<file path="src/rtl/hecc_pkg.sv">
package hecc_pkg;

    localparam int SECTOR_BYTES = 512;
    localparam int OFS_W        = $clog2(SECTOR_BYTES);
    localparam int BIT_W        = 3;
    localparam int SYN_W        = 32;
    localparam int FIX_WEIGHT   = 12;
    localparam int BAD_WEIGHT   = 1;
    localparam int BIT_LSB      = 16;
    localparam int OFS_LSB      = BIT_LSB + BIT_W;
    localparam logic [SYN_W-1:0] BLANK_STORED = 32'h0fff_0fff;

    typedef enum logic [1:0] {
        V_OK      = 2'd0,
        V_FIXED   = 2'd1,
        V_BADCODE = 2'd2,
        V_FATAL   = 2'd3
    } verdict_e;

    typedef struct packed {
        logic [7:0] b2;
        logic [7:0] b1;
        logic [7:0] b0;
    } code_t;

    typedef struct packed {
        verdict_e               verdict;
        logic [OFS_W-1:0]       offset;
        logic [BIT_W-1:0]       bitsel;
    } result_t;

    function automatic logic [SYN_W-1:0] spread_code(code_t c);
        return {4'h0, c.b2[7:4], c.b1, 4'h0, c.b2[3:0], c.b0};
    endfunction

endpackage

</file>
<file path="src/rtl/hecc_popcnt.sv">
module hecc_popcnt #(
    parameter int W  = 32,
    parameter int GW = 8,
    localparam int NG  = W / GW,
    localparam int GCW = $clog2(GW + 1),
    localparam int TW  = $clog2(W + 1)
) (
    input  logic          clk,
    input  logic          en,
    input  logic [W-1:0]  vec,
    output logic [TW-1:0] total
);
    logic [NG*GCW-1:0] parts_q;

    for (genvar g = 0; g < NG; g++) begin : g_grp
        logic [GCW-1:0] cnt;
        always_comb begin
            cnt = '0;
            for (int i = 0; i < GW; i++)
                cnt = cnt + GCW'(vec[g*GW+i]);
        end
        always_ff @(posedge clk) begin
            if (en) parts_q[g*GCW +: GCW] <= cnt;
        end
    end

    always_comb begin
        total = '0;
        for (int g = 0; g < NG; g++)
            total = total + TW'(parts_q[g*GCW +: GCW]);
    end
endmodule

</file>
<file path="src/rtl/hecc_classify.sv">
module hecc_classify
    import hecc_pkg::*;
#(
    parameter int TW = 6
) (
    input  logic             clk,
    input  logic             rst,
    input  logic             vld,
    input  logic [SYN_W-1:0] syn,
    input  logic             blank,
    input  logic [TW-1:0]    total,
    output result_t          res_q,
    output logic             done_q
);
    result_t nxt;

    always_comb begin
        nxt = '0;
        if (total == TW'(0)) begin
            nxt.verdict = V_OK;
        end else if (total == TW'(FIX_WEIGHT)) begin
            nxt.verdict = V_FIXED;
            nxt.offset  = syn[OFS_LSB +: OFS_W];
            nxt.bitsel  = syn[BIT_LSB +: BIT_W];
        end else if (total == TW'(BAD_WEIGHT)) begin
            nxt.verdict = V_BADCODE;
        end else begin
            nxt.verdict = blank ? V_OK : V_FATAL;
        end
    end

    always_ff @(posedge clk) begin
        if (rst) begin
            res_q  <= '0;
            done_q <= 1'b0;
        end else begin
            done_q <= vld;
            if (vld) res_q <= nxt;
        end
    end


    held_between_verdicts_chk: assert property (@(posedge clk) disable iff (rst)
        (res_q != $past(res_q)) |-> done_q);


    reset_clean_chk: assert property (@(posedge clk) disable iff (rst)
        $past(rst) |-> (!done_q && res_q == '0));


    fixed_has_weight_chk: assert property (@(posedge clk) disable iff (rst)
        (vld && total == TW'(FIX_WEIGHT)) |=> (res_q.verdict == V_FIXED));
endmodule

</file>
<file path="src/rtl/hecc_flip.sv">
module hecc_flip
    import hecc_pkg::*;
(
    input  logic             clk,
    input  logic             rst,
    input  result_t          res,
    input  logic             in_valid,
    output logic             in_ready,
    input  logic [OFS_W-1:0] in_idx,
    input  logic [7:0]       in_data,
    output logic             out_valid,
    input  logic             out_ready,
    output logic [OFS_W-1:0] out_idx,
    output logic [7:0]       out_data
);
    logic [7:0] mask;

    always_comb begin
        mask = '0;
        if (res.verdict == V_FIXED && in_idx == res.offset)
            mask[res.bitsel] = 1'b1;
    end

    assign out_valid = in_valid;
    assign in_ready  = out_ready;
    assign out_idx   = in_idx;
    assign out_data  = in_data ^ mask;


    untouched_unless_fixed_chk: assert property (@(posedge clk) disable iff (rst)
        (out_data != in_data) |-> (res.verdict == V_FIXED));


    single_bit_flip_chk: assert property (@(posedge clk) disable iff (rst)
        $countones(out_data ^ in_data) <= 1);
endmodule

</file>
<file path="src/rtl/hecc_corrector.sv">
module hecc_corrector
    import hecc_pkg::*;
(
    input  logic             clk,
    input  logic             rst,
    input  logic             start,
    input  logic [23:0]      stored_code,
    input  logic [23:0]      calc_code,
    output logic             done,
    output logic [1:0]       status,
    output logic [OFS_W-1:0] err_offset,
    output logic [BIT_W-1:0] err_bit,
    input  logic             in_valid,
    output logic             in_ready,
    input  logic [OFS_W-1:0] in_idx,
    input  logic [7:0]       in_data,
    output logic             out_valid,
    input  logic             out_ready,
    output logic [OFS_W-1:0] out_idx,
    output logic [7:0]       out_data
);
    localparam int TW = $clog2(SYN_W + 1);

    logic [SYN_W-1:0] st_w, ca_w, syn_d, syn_q;
    logic             blank_q, vld_q;
    logic [TW-1:0]    total;
    result_t          res;

    assign st_w  = spread_code(code_t'(stored_code));
    assign ca_w  = spread_code(code_t'(calc_code));
    assign syn_d = st_w ^ ca_w;

    always_ff @(posedge clk) begin
        if (rst) vld_q <= 1'b0;
        else     vld_q <= start;
        if (start) begin
            syn_q   <= syn_d;
            blank_q <= (st_w == BLANK_STORED) && (ca_w == '0);
        end
    end

    hecc_popcnt #(.W(SYN_W), .GW(8)) u_cnt (
        .clk(clk), .en(start), .vec(syn_d), .total(total)
    );

    hecc_classify #(.TW(TW)) u_cls (
        .clk(clk), .rst(rst), .vld(vld_q), .syn(syn_q), .blank(blank_q),
        .total(total), .res_q(res), .done_q(done)
    );

    hecc_flip u_flip (
        .clk(clk), .rst(rst), .res(res),
        .in_valid(in_valid), .in_ready(in_ready), .in_idx(in_idx), .in_data(in_data),
        .out_valid(out_valid), .out_ready(out_ready), .out_idx(out_idx), .out_data(out_data)
    );

    assign status     = res.verdict;
    assign err_offset = res.offset;
    assign err_bit    = res.bitsel;


    done_latency_chk: assert property (@(posedge clk) disable iff (rst)
        done |-> $past(start, 2));
endmodule

</file>
<file path="config.mk">
export PLATFORM = sky130hd
export DESIGN_NAME = hecc_corrector
export DESIGN_NICKNAME = d
export VERILOG_FILES = /design/src/rtl/hecc_pkg.sv /design/src/rtl/hecc_popcnt.sv /design/src/rtl/hecc_classify.sv /design/src/rtl/hecc_flip.sv /design/src/rtl/hecc_corrector.sv
export SDC_FILE = /design/constraint.sdc
export NUM_CORES = 1
export LEC_CHECK = 0
export BUFFER_PORTS_ARGS = -buffer_cell sky130_fd_sc_hd__buf_2
export CAP_MARGIN = 20
export CORE_ASPECT_RATIO = 1.5
export CORE_MARGIN = 2
export CORE_UTILIZATION = 35
export CTS_CLUSTER_SIZE = 12
export DETAILED_ROUTE_END_ITERATION = 6
export GPL_TIMING_DRIVEN = 1
export PLACE_DENSITY = 0.72
export SKIP_LAST_GASP = 1
export SLEW_MARGIN = 10
export SYNTH_ARGS = -nofsm -noshare
export SYNTH_HDL_FRONTEND = slang
export SYNTH_SLANG_ARGS = --single-unit
export TNS_END_PERCENT = 100
</file>
<file path="constraint.sdc">
create_clock -name clk -period 3.4 [get_ports clk]
set_input_delay 0.85 -clock clk [delete_from_list [all_inputs] [get_ports clk]]
set_output_delay 0.85 -clock clk [all_outputs]
set_load 0.01 [all_outputs]
</file>
==> metrics.txt <==
outcome=finished, final reports clean; Peak Freq=0.297 GHz; Tot GR Track Use=13.3%; final setup violation count=0; worst r2r src=u_cnt.parts_q[0]$_DFFE_PP_; delay of the slowest critical-path stage=560 ps; Finished Cell Area=0.00368 mm^2; Simple-Gate Fraction of Synth Area=13.6%; final hold vios=0; Fin Hold WS=454 ps; post-detailed-route DRC marker count=0; Pwr Density=649 mW/mm^2; Fillers=721; initial antenna violation count=0; mux cell area share after synthesis=0%; CTS sink cnt=43; most frequent cells in the layout=buf_2, edfxtp_1, inv_1, xor2_1; Layout Cells excl Fill=447; TritonCTS Buffers=5; Max clock buf depth=2; Pint=0.00151 W; Final period util=99.1%; first-pass GRT wire length=9180 um; final wirelength=5800 um; sequential share of power=30.3%; Syn Area/Cell=11.8 um^2; dpl cells=439; vias per inst=4.63; Hold Path Origin=syn_q[19]$_DFFE_PP_; ANT cells=0; CP required=3430 ps; largest family of logic cells by synthesized area=adder cells; crit path kind=in2reg; routed length per placed instance=13.0 um; CP Max Fanout=2; row count=40; Synth Area in Compound Gates=7.25%; sequential share of the synthesized area=39.5%; Hold Buf Count CTS=0; Root Buffer=clkbuf_16; worst setup path startpoint=calc_code[9]; vias in the first global route=2025; Die Y=115 um; Mapped Cells=243; Initial Util=36.0%; Final Wtd Congestion=0.777; CTS tree=done; Core Region=0.00796 mm^2; Yosys reg bits=43; clock-pin slew on the worst setup and hold paths=60 ps; EDFF count, synth=27; Die ar.=0.00894 mm^2; Rel. slew slack=42.5%; drt pass-1 iters=4; busiest grt layer=met2; commonest non-fill, non-tap cell in the layout=buf_2; switching fraction of total power=36.6%; Die X=77.9 um; crit path cell chain=buf_2 > xor2_2 > inv_1 > fa_1 > fa_1 > fa_1 > inv_1 > ha_2 > fa_2 > xor2_1; Max Cap Viol=0; Antenna Violating Nets Remaining=0; xor/xnor cell area share of the yosys netlist=14.3%; H-tree Lvls=2; cell family with most CP delay=adder cells; Synth cell types=38; Final Core Density=46.2%; CP Buf/Inv Count=3; P_sw=0.000874 W; RSZ-0062 raised after global routing=yes; CP Capture Type=flip-flop; Worst Hold Class=reg2reg; Crit-path slowest cell=fa_1; startpoint types=input port; first-iteration detailed-routing DRC count=72; static leakage=1.66 nW; share of cells above drive strength 1=40.1%; met3 usage=1.96%; DR vias=2071; most used cell along the critical path=fa_1; power share of the combinational group=50.6%; Synthesized Nets=346; Synth warnings=0; post-synthesis async set-or-reset flop share=0%; hpwl dp=4950 um; total gr overflow=0; Least-Margin Pin Slew=859 ps; skew final=5.44 ps; top_reg_cell synth=edfxtp_1; Slew Viols, Final=0; clock power share=19.1%; crit path time final=3370 ps; Ports=104; M1 GR Usage=14.1%; synthesized-area fraction occupied by adder cells=18.3%; Buffers on Ports=99; Synth Cell Area=0.00286 mm^2; met2 usage=25.2%; clk_lat worst skew=280 ps; Peak VDD IR=0.000328 V; final net count=444; Arr. time, crit path=3400 ps; largest net degree at the start of global routing=29; area delta synth->final=28.4%; DP Area=0.00347 mm^2
## what timing repair did
item                                   in CTS  in global routing
resized for setup                           0                 14
endpoints found under the hold margin       0                  0
setup buffers                               0                  0
setup endpoints to repair                   0                 15
## final timing paths
path | end | slack, ps | cells past startpoint
max | u_cnt.parts_q[10]$_DFFE_PP_ | 30 | 10
min | u_cls.res_q[3]$_SDFFE_PP0P_ | 450 | 1
max reg2reg | u_cls.res_q[7]$_SDFFE_PP0P_ | 200 | 12
min reg2reg | u_cls.res_q[3]$_SDFFE_PP0P_ | 450 | 1
## area by class of cell
class | instances | area [um^2] | share of cell area (%)
inverters | 27 | 101 | 2.76
well taps | 105 | 131 | 3.57
clock buffers | 6 | 133 | 3.61
repair buffers | 104 | 566 | 15.4
multi-input cells | 160 | 1600 | 43.6
flip-flops and latches | 43 | 1130 | 30.8
clock inverters | 2 | 11.3 | 0.306
## kinds of logic (layout without fill, tap and decap cells)
logic type | after synthesis | in the layout
AO/OA/AOI/OAI | 26 | 26
flip-flops | 43 | 43
XOR/XNOR | 46 | 46
buffers and inverters | 40 | 139
adder cells (fa/ha/maj) | 33 | 33
AND/OR/NAND/NOR | 55 | 55
## Yosys cell counts (4+ instances only)
cell,number,area (um^2)
edfxtp_1,27,811
inv_1,27,101
xor2_1,27,236
ha_1,18,225
xnor2_1,18,158
dfxtp_1,16,320
fa_1,15,300
buf_4,11,82.6
nor4bb_1,10,100
a22o_2,9,90.1
nor3_1,9,45.0
nand4_1,7,43.8
nor2b_1,7,43.8
nand3_1,5,25.0
a21oi_1,4,20.0
nand2_1,4,15.0
## flip-flops by register name, indices dropped and copies added, names as in the netlist
signal         flops
u_cls.res_q       14
u_cnt.parts_q     14
syn_q             12
u_cls.done_q       1
vld_q              1
blank_q            1
## power by group through the flow
stage | logic (W) | clock network [W] | registers, W
floorplan | 0.000873 | 0 | 0.000733
global placement | 0.00110 | 0 | 0.000736
detailed placement | 0.00119 | 0 | 0.000738
CTS | 0.00119 | 0.000468 | 0.000727
global route | 0.00136 | 0.000486 | 0.000738
finish | 0.00121 | 0.000455 | 0.000725
## metal layers
| layer | vias up | wire length [um] | part of all wire, % |
|---|---|---|---|
| li1 | 1049 | - | - |
| met1 | 923 | 2170 | 37 |
| met2 | 90 | 3140 | 54 |
| met3 | 9 | 359 | 6.2 |
| met4 | 0 | 138 | 2.4 |
| met5 | - | 0 | 0 |
## metrics by stage
step	power [W]	TNS [ps]	setup slack, ps
after floorplan	0.00161	-64.0	-41.7
after global routing	0.00259	-130	-59.3
after detailed placement	0.00192	-1100	-306
after CTS	0.00239	0	1.69
final	0.00239	0	32.1
after global placement	0.00183	-695	-220
Power figures use the tool's default switching activity.
